**src/rtl/tpc_pkg.sv**
```systemverilog
package tpc_pkg;

    parameter int unsigned AW = 16;

    typedef enum logic [1:0] {
        M_USER = 2'b00,
        M_SUP  = 2'b01,
        M_ROOT = 2'b10,
        M_RSVD = 2'b11
    } mode_e;

    typedef enum logic [1:0] {
        OP_EXEC  = 2'b00,
        OP_SETST = 2'b01,
        OP_RET   = 2'b10,
        OP_EXEC2 = 2'b11
    } op_e;

    typedef struct packed {
        mode_e          mode;
        logic [AW-1:0]  pc;
        logic [AW-1:0]  base;
        logic [AW-1:0]  len;
    } cpu_st_t;

    localparam int unsigned SW = $bits(cpu_st_t);
    localparam logic [AW-1:0] SAVE_CELL = '0;
    localparam logic [AW-1:0] LOAD_CELL = AW'(1);

    typedef enum logic [2:0] {
        S_IDLE, S_SAVE, S_FETCH, S_APPLY, S_RFETCH, S_RAPPLY
    } seq_e;

    function automatic mode_e mode_up(mode_e m);
        return (m == M_USER) ? M_SUP : M_ROOT;
    endfunction

    function automatic mode_e mode_clamp(mode_e loaded, mode_e issuer);
        mode_e r;
        r = (loaded == M_RSVD) ? M_USER : loaded;
        if (r > issuer) r = issuer;
        return r;
    endfunction

endpackage

```
**src/rtl/tpc_bounds.sv**
```systemverilog
module tpc_bounds
    import tpc_pkg::*;
(
    input  logic          en,
    input  logic [AW-1:0] base,
    input  logic [AW-1:0] len,
    input  logic [AW-1:0] off,
    output logic          fault,
    output logic          ok,
    output logic [AW-1:0] phys
);
    always_comb begin
        fault = en && (off >= len);
        ok    = en && !(off >= len);
        phys  = base + off;
    end
endmodule

```
**src/rtl/tpc_priv.sv**
```systemverilog
module tpc_priv
    import tpc_pkg::*;
(
    input  mode_e cur,
    input  op_e   op,
    input  mode_e want,
    output logic  fault
);
    always_comb begin
        fault = 1'b0;
        unique case (op)
            OP_SETST: begin
                unique case (cur)
                    M_USER:  fault = 1'b1;
                    M_SUP:   fault = (want != M_USER);
                    default: fault = (want == M_RSVD);
                endcase
            end
            OP_RET:  fault = (cur == M_USER);
            default: fault = 1'b0;
        endcase
    end
endmodule

```
**src/rtl/tpc_seq.sv**
```systemverilog
module tpc_seq
    import tpc_pkg::*;
(
    input  logic          clk,
    input  logic          rst,
    input  logic          req_valid,
    input  op_e           op,
    input  cpu_st_t       wr_st,
    input  logic          mem_fault,
    input  logic          ctl_fault,
    input  logic [SW-1:0] rdata,
    output cpu_st_t       cur_q,
    output logic [1:0]    syn_q,
    output logic          busy,
    output logic          trap,
    output logic          mem_req,
    output logic          mem_we,
    output logic [AW-1:0] mem_addr,
    output logic [SW-1:0] mem_wdata
);
    seq_e    st_q;
    cpu_st_t saved_q;
    cpu_st_t rd;
    logic    accept;

    assign rd     = cpu_st_t'(rdata);
    assign accept = (st_q == S_IDLE) && req_valid;
    assign trap   = accept && (mem_fault || ctl_fault);
    assign busy   = (st_q != S_IDLE);

    always_comb begin
        mem_req   = 1'b0;
        mem_we    = 1'b0;
        mem_addr  = '0;
        mem_wdata = '0;
        unique case (st_q)
            S_SAVE: begin
                mem_req   = 1'b1;
                mem_we    = 1'b1;
                mem_addr  = SAVE_CELL;
                mem_wdata = saved_q;
            end
            S_FETCH: begin
                mem_req  = 1'b1;
                mem_addr = LOAD_CELL;
            end
            S_RFETCH: begin
                mem_req  = 1'b1;
                mem_addr = SAVE_CELL;
            end
            default: ;
        endcase
    end

    always_ff @(posedge clk) begin
        if (rst) begin
            st_q    <= S_IDLE;
            cur_q   <= '{mode: M_ROOT, pc: '0, base: '0, len: '1};
            saved_q <= '0;
            syn_q   <= '0;
        end else begin
            unique case (st_q)
                S_IDLE: if (accept) begin
                    saved_q <= cur_q;
                    if (trap) begin
                        syn_q <= {ctl_fault, mem_fault};
                        st_q  <= S_SAVE;
                    end else begin
                        unique case (op)
                            OP_SETST: begin
                                cur_q.mode <= wr_st.mode;
                                cur_q.base <= wr_st.base;
                                cur_q.len  <= wr_st.len;
                                cur_q.pc   <= cur_q.pc + AW'(1);
                            end
                            OP_RET:  st_q <= S_RFETCH;
                            default: cur_q.pc <= cur_q.pc + AW'(1);
                        endcase
                    end
                end
                S_SAVE:   st_q <= S_FETCH;
                S_FETCH:  st_q <= S_APPLY;
                S_APPLY: begin
                    cur_q <= '{mode: mode_up(saved_q.mode), pc: rd.pc,
                               base: rd.base, len: rd.len};
                    st_q  <= S_IDLE;
                end
                S_RFETCH: st_q <= S_RAPPLY;
                S_RAPPLY: begin
                    cur_q <= '{mode: mode_clamp(rd.mode, saved_q.mode), pc: rd.pc,
                               base: rd.base, len: rd.len};
                    st_q  <= S_IDLE;
                end
                default: st_q <= S_IDLE;
            endcase
        end
    end

    p_save_after_trap_r6: assert property (@(posedge clk) disable iff (rst)
        trap |=> (mem_req && mem_we && mem_addr == SAVE_CELL && mem_wdata == $past(cur_q)));

    p_fetch_after_save_r6: assert property (@(posedge clk) disable iff (rst)
        (mem_req && mem_we) |=> (mem_req && !mem_we && mem_addr == LOAD_CELL));

    p_write_cell0_only_r6: assert property (@(posedge clk) disable iff (rst)
        (mem_req && mem_we) |-> (mem_addr == SAVE_CELL));

    p_mode_legal_r4: assert property (@(posedge clk) disable iff (rst)
        cur_q.mode != M_RSVD);

    p_syn_set_r5: assert property (@(posedge clk) disable iff (rst)
        trap |=> (syn_q != 2'b00));

    p_busy_hold_r8: assert property (@(posedge clk) disable iff (rst)
        mem_req |=> ($stable(cur_q) && busy));

    p_pc_step_r2: assert property (@(posedge clk) disable iff (rst)
        (accept && !trap && (op == OP_EXEC || op == OP_EXEC2))
        |=> (cur_q.pc == $past(cur_q.pc) + AW'(1) && $stable(cur_q.mode)));

endmodule

```
**src/rtl/tpc_top.sv**
```systemverilog
module tpc_top
    import tpc_pkg::*;
(
    input  logic          clk,
    input  logic          rst,
    input  logic          req_valid,
    input  logic [1:0]    req_op,
    input  logic          req_mem,
    input  logic [AW-1:0] req_off,
    input  logic [1:0]    req_mode,
    input  logic [AW-1:0] req_base,
    input  logic [AW-1:0] req_len,
    output logic          busy,
    output logic          trap,
    output logic          phys_ok,
    output logic [AW-1:0] phys_addr,
    output logic [1:0]    cur_mode,
    output logic [AW-1:0] cur_pc,
    output logic [AW-1:0] cur_base,
    output logic [AW-1:0] cur_len,
    output logic [1:0]    syndrome,
    output logic          mem_req,
    output logic          mem_we,
    output logic [AW-1:0] mem_addr,
    output logic [SW-1:0] mem_wdata,
    input  logic [SW-1:0] mem_rdata
);
    cpu_st_t cur;
    cpu_st_t wr_st;
    logic    mem_fault;
    logic    ctl_fault;

    assign wr_st = '{mode: mode_e'(req_mode), pc: '0, base: req_base, len: req_len};

    tpc_bounds u_bounds (
        .en    (req_mem),
        .base  (cur.base),
        .len   (cur.len),
        .off   (req_off),
        .fault (mem_fault),
        .ok    (phys_ok),
        .phys  (phys_addr)
    );

    tpc_priv u_priv (
        .cur   (cur.mode),
        .op    (op_e'(req_op)),
        .want  (mode_e'(req_mode)),
        .fault (ctl_fault)
    );

    tpc_seq u_seq (
        .clk       (clk),
        .rst       (rst),
        .req_valid (req_valid),
        .op        (op_e'(req_op)),
        .wr_st     (wr_st),
        .mem_fault (mem_fault),
        .ctl_fault (ctl_fault),
        .rdata     (mem_rdata),
        .cur_q     (cur),
        .syn_q     (syndrome),
        .busy      (busy),
        .trap      (trap),
        .mem_req   (mem_req),
        .mem_we    (mem_we),
        .mem_addr  (mem_addr),
        .mem_wdata (mem_wdata)
    );

    assign cur_mode = cur.mode;
    assign cur_pc   = cur.pc;
    assign cur_base = cur.base;
    assign cur_len  = cur.len;

endmodule

```
**config.mk**
```make
export PLATFORM = sky130hd
export DESIGN_NAME = tpc_top
export DESIGN_NICKNAME = d
export VERILOG_FILES = /design/src/rtl/tpc_pkg.sv /design/src/rtl/tpc_bounds.sv /design/src/rtl/tpc_priv.sv /design/src/rtl/tpc_seq.sv /design/src/rtl/tpc_top.sv
export SDC_FILE = /design/constraint.sdc
export NUM_CORES = 1
export LEC_CHECK = 0
export ABC_CLOCK_PERIOD_IN_PS = 3200
export BUFFER_PORTS_ARGS = -buffer_cell sky130_fd_sc_hd__buf_4
export CAP_MARGIN = 10
export CORE_MARGIN = 2
export CORE_UTILIZATION = 50
export DETAILED_ROUTE_END_ITERATION = 10
export PLACE_DENSITY = 0.9
export SLEW_MARGIN = 5
export SYNTH_ARGS = -nofsm -noshare
export SYNTH_HDL_FRONTEND = slang
export SYNTH_SLANG_ARGS = --single-unit
```
**constraint.sdc**
```tcl
create_clock -name clk -period 3.2 [get_ports clk]
set_clock_uncertainty 0.2 [all_clocks]
set_input_delay 0.64 -clock clk [delete_from_list [all_inputs] [get_ports clk]]
set_output_delay 0.64 -clock clk [all_outputs]
set_load 0.01 [all_outputs]
```
Yosys cells after proc, flatten, opt, wreduce, memory -nomap -nowiden
Cells that the tools add are included.

storage, ports and cells
  output and inout bits = 139
  word-level logic and storage cells = 66
  input port bits = 106
  bits in registers = 105

cells by class
  equality and inequality tests = 15
  $add $sub $neg = 2
  reduce and logical (&&, ||, !) cells = 18
  muxes and demuxes = 19
  $lt $le $gt $ge = 2

operators with widths
  kind                                                 number
  2-to-1 mux 50 bit                                    3
  one-hot mux 50 bit (3 select lines)                  1
  2-to-1 mux 32 bit                                    1
  adder 16 x 1 -> 16 bit, second input constant        1
  adder 16 bit                                         1
  >= comparator 16 bit                                 1
  2-to-1 mux 16 bit                                    1
  one-hot mux 3 bit (4 select lines)                   1
  2-to-1 mux 3 bit                                     3
  2-to-1 mux 2 bit                                     4
  AND reduction 4 bit                                  2
  equality test 2 bit, second input constant           3
  equality test 3 x 2 -> 1 bit, second input constant  2
  equality test 3 bit, second input constant           2
  != test 2 bit, second input constant                 3
  nonzero test 3 bit                                   2
  equality test 2 x 1 -> 1 bit, second input constant  2
  logical AND 1 bit                                    4
  logical NOT 2 bit                                    2
  one-hot mux 1 bit (2 select lines)                   2
  AND reduction 2 bit                                  2
  equality test 3 x 1 -> 1 bit, second input constant  1
  logical NOT 3 bit                                    1
  2-to-1 mux 1 bit                                     3
  other kinds (8)                                      8

Logic depth before layout (Yosys ltp)
  depth after elaboration = 8
  gate-level depth with buffers = 11

Cells and area by module
Synthesis repeated with hierarchy kept, for this count alone.

unflattened totals
  cells, all modules = 842
  area, all modules = 6,396.1 sq um

by module, submodules not included
  module      cells an instance  seq. area each (sq um)  instances  area each (sq um)
  tpc_seq     678                2,102.0                 1          5,162.5
  tpc_bounds  154                0.0                     1          1,154.9
  tpc_priv    9                  0.0                     1          75.1
  tpc_top     1                  0.0                     1          3.8

Worst setup path before layout
Ideal clock, no wire load.

  kind = in2out
  start = input req_off[0]
  end = output phys_addr[12]
  cell stages on the path = 10
  required time = 2.360 ns
  arrival = 2.343 ns
  setup slack = 0.017 ns
  cell sequence = ha_1 > inv_1 > fa_1 > nor2b_1 > o21ai_0 > a21oi_1 > a211oi_1 > o21ai_0 > a211oi_1 > xnor2_1

between the ends
  longest elaborated chain between the ends = 1

RTL lines
  element       RTL line          text
  from (decl)   tpc_top.sv:9      input logic [AW-1:0] req_off,
  adder 16 bit  tpc_bounds.sv:15  phys = base + off;
  to (decl)     tpc_top.sv:16     output logic [AW-1:0] phys_addr,

Every way passes these cells.

Worst setup path after layout
  start = input req_off[7]
  end = output phys_addr[12]

Same word-level chain as after synthesis.

==> flow_summary.json <==
{
  "cts_root_buffer": "clkbuf_16",
  "setup_tns_ns": -0.380,
  "worst_slack_ns": -0.0936,
  "via_per_inst": 5.79,
  "cts-htree-levels": 3,
  "drc": 0,
  "drtIter0Drc": 786,
  "slowest_delay_ns": 0.34,
  "maxSlewHeadroom_pct": 41.1,
  "routed_wl_um": 22700,
  "synth_ff_type": "dfxtp_1",
  "final_cell_mix": "buf_4, nand2_1, dfxtp_1",
  "start_util_pct": 51.0,
  "layout_min_cycle_time_ns": 3.29,
  "fin_util_pct": 71.8,
  "die_y_um": 117,
  "antenna_found_initial": 0,
  "fillers": 968,
  "syn_to_final_growth_pct": 40.9,
  "wl_per_cell_um": 18.1,
  "maxSlewViolCount": 0,
  "rr_endpoint": "u_seq.cur_q[0]",
  "setup_viol": 6,
  "cts_hold_buf": 0,
  "rsz0062_at_grt": "yes",
  "hpwl_um": 15900,
  "syn_area_sq_um": 6410,
  "syn_area_per_cell_sq_um": 7.69,
  "crit_fanout": 3,
  "max_cap_viol_count": 0,
  "num_vias": 7263,
  "timing.final.crit_share_pct": 103,
  "crit_slowest_cell": "ha_1",
  "boundaryPins": 245,
  "path_clk_slew_ns": 0.07,
  "cts_tree": "built",
  "clock_latency_ns": 0.36,
  "crit_start": "req_off[7]",
  "ctsLongestPathBuffers": 2,
  "min_path_type": "flop to flop",
  "ys_types": 56,
  "grt_overflow_total": 0,
  "power_mw": 3.60,
  "grt.total_usage_pct": 32.0,
  "critical_path_required_ns": 2.36,
  "critPathKind": "input pin to output port",
  "ant_nets": 0,
  "hold_viol_final": 0,
  "gp_congestion": 0.962,
  "endpoint": "phys_addr[12]",
  "r2r_cells": 10,
  "ys_warn_count": 0,
  "grt_pass1_vias": 6723,
  "power.density_nw_per_um2": 399,
  "numCtsBuffers": 9,
  "cp_common_cell": "buf_4",
  "grt_pass1_wl_um": 34100,
  "tightestPinTransition_ns": 0.877,
  "nets": 1221,
  "ir_worst_vdd_v": 0.000360,
  "fp.dieW_um": 117,
  "drive_gt1_share_pct": 33.7,
  "grt_max_degree": 108,
  "end_kind": "output port",
  "io_buffer_count": 229,
  "netlist_instances": 833,
  "start_kind": "input pin",
  "synth-seq-cells": 105,
  "dr.pass1.iters": 5,
  "synthArstFlopShare_pct": 0,
  "clock-sinks": 105,
  "p_leak_nw": 4.10,
  "violations": "negative setup slack",
  "diodes": 0,
  "fmax_ghz": 0.304,
  "ys_seq_area_share_pct": 32.8,
  "crit_chain": "buf_4, ha_1, a21oi_1, nor3_1, a31oi_1, o21ai_4, a211oi_2, xnor2_1, buf_4",
  "synth-edff-count": 0,
  "core-area_sq_um": 12600,
  "layout_commonest_cell": "buf_4",
  "rr_startpoint": "u_seq.cur_q[9]",
  "num_rows": 41,
  "critPathArrivalTime_ns": 2.45,
  "status": "finished, violations left",
  "die-area_sq_um": 13700,
  "reg2reg_slack_ns": 0.22
}
## critical path, delay by kind of cell
kind                       cells  cell delay [ns]
AOI/OAI and AO/OA              4             0.89
adders and majority gates      1             0.34
buffers and inverters          2             0.27
xor gates and xnor gates       1             0.16
and+or+nand+nor                1             0.15
## metrics by stage
stage               hold slack (ns)  instances  setup WS, ns  instance area (sq um)
floorplan                     0.232        847        0.0166                   6460
CTS                           0.252       1250       -0.0782                   8910
global route                  0.267       1254        -0.184                   9020
global placement              0.237       1226        -0.361                   8450
detailed placement            0.243       1226        -0.406                   8450
finish                        0.251       1254       -0.0936                   9020
## what timing repair did
item	in CTS	in global routing
pin swaps	19	14
buffers inserted	8	4
endpoints found under the setup margin	7	40
gates cloned	0	0
resized for setup	24	20
## area by class of cell
type | count | area [sq um] | share of cell area [%]
sequential | 105 | 2110 | 23.4
timing repair buffer | 299 | 2280 | 25.3
clock buffer | 10 | 239 | 2.65
tap | 172 | 215 | 2.38
inverter | 30 | 115 | 1.28
multi-input combinational | 632 | 4010 | 44.4
clock inverter | 6 | 51.3 | 0.568
## worst min path at each step
| stage | cells past startpoint | startpoint | slack, ns | endpoint |
|---|---|---|---|---|
| 5_1_grt | 2 | u_seq.saved_q[35] | 0.27 | u_seq.saved_q[35] |
| 2_1_floorplan | 2 | u_seq.saved_q[0] | 0.23 | u_seq.saved_q[0] |
| 6_report | 2 | u_seq.saved_q[7] | 0.25 | u_seq.saved_q[7] |
| 4_1_cts | 2 | u_seq.saved_q[9] | 0.25 | u_seq.saved_q[9] |
| 3_3_place_gp | 2 | u_seq.saved_q[31] | 0.24 | u_seq.saved_q[31] |
| 3_5_place_dp | 2 | u_seq.saved_q[9] | 0.24 | u_seq.saved_q[9] |
## layer usage
layer	up-vias	GRT usage [%]	routed length [um]
met4	0	13.8	775
met1	3406	39.7	8990
li1	3409	-	-
met5	-	0	0
met3	64	7.57	2040
met2	384	53.0	10900
## cells in the mapped netlist (6+ instances only)
cell type    n  area share, %
xnor2_1     10            1.4
a311oi_1    22            3.0
o31ai_1     10            1.2
a311oi_2    12            2.8
nand2_1    200             12
buf_6        6            1.1
a211oi_1    11            1.3
nor3_1      12           0.94
and2_1      51            5.0
o21ai_0     12           0.94
and3_1       6           0.59
o311ai_0     7           0.96
a31oi_1     23            2.2
nor2_1      21            1.2
buf_4       16            1.9
a41oi_1     17            2.3
buf_2        9           0.70
a21oi_1     82            6.4
dfxtp_1    105             33
inv_1       27            1.6
clkbuf_1    49            2.9
nand3_1     11           0.86
ha_1        37            7.2
## logic make-up (layout without fill, tap and decap cells)
| kind of cell | after synthesis | count (layout) | synth area share [%] |
|---|---|---|---|
| buffers and inverters | 110 | 345 | 8.30 |
| and+or+nand+nor | 331 | 331 | 23.5 |
| DFF | 105 | 105 | 32.8 |
| muxes | 2 | 2 | 0.313 |
| xor gates and xnor gates | 15 | 15 | 2.05 |
| adders and majority gates | 38 | 38 | 7.54 |
| AOI/OAI and AO/OA | 231 | 231 | 25.4 |
| other | 1 | 15 | 0.0585 |
## sequential cells by signal, indices dropped and copies added (netlist names)
signal / flops
u_seq.cur_q: 50
u_seq.saved_q: 50
u_seq.st_q: 3
u_seq.syn_q: 2
## where the power goes
part           switching [mW]  total [mW]  internal (mW)
clock                   0.530        1.09          0.560
combinational           0.570        1.06          0.492
sequential             0.0683        1.45           1.38
total                    1.17        3.60           2.43
Power figures use the tool's default switching activity.
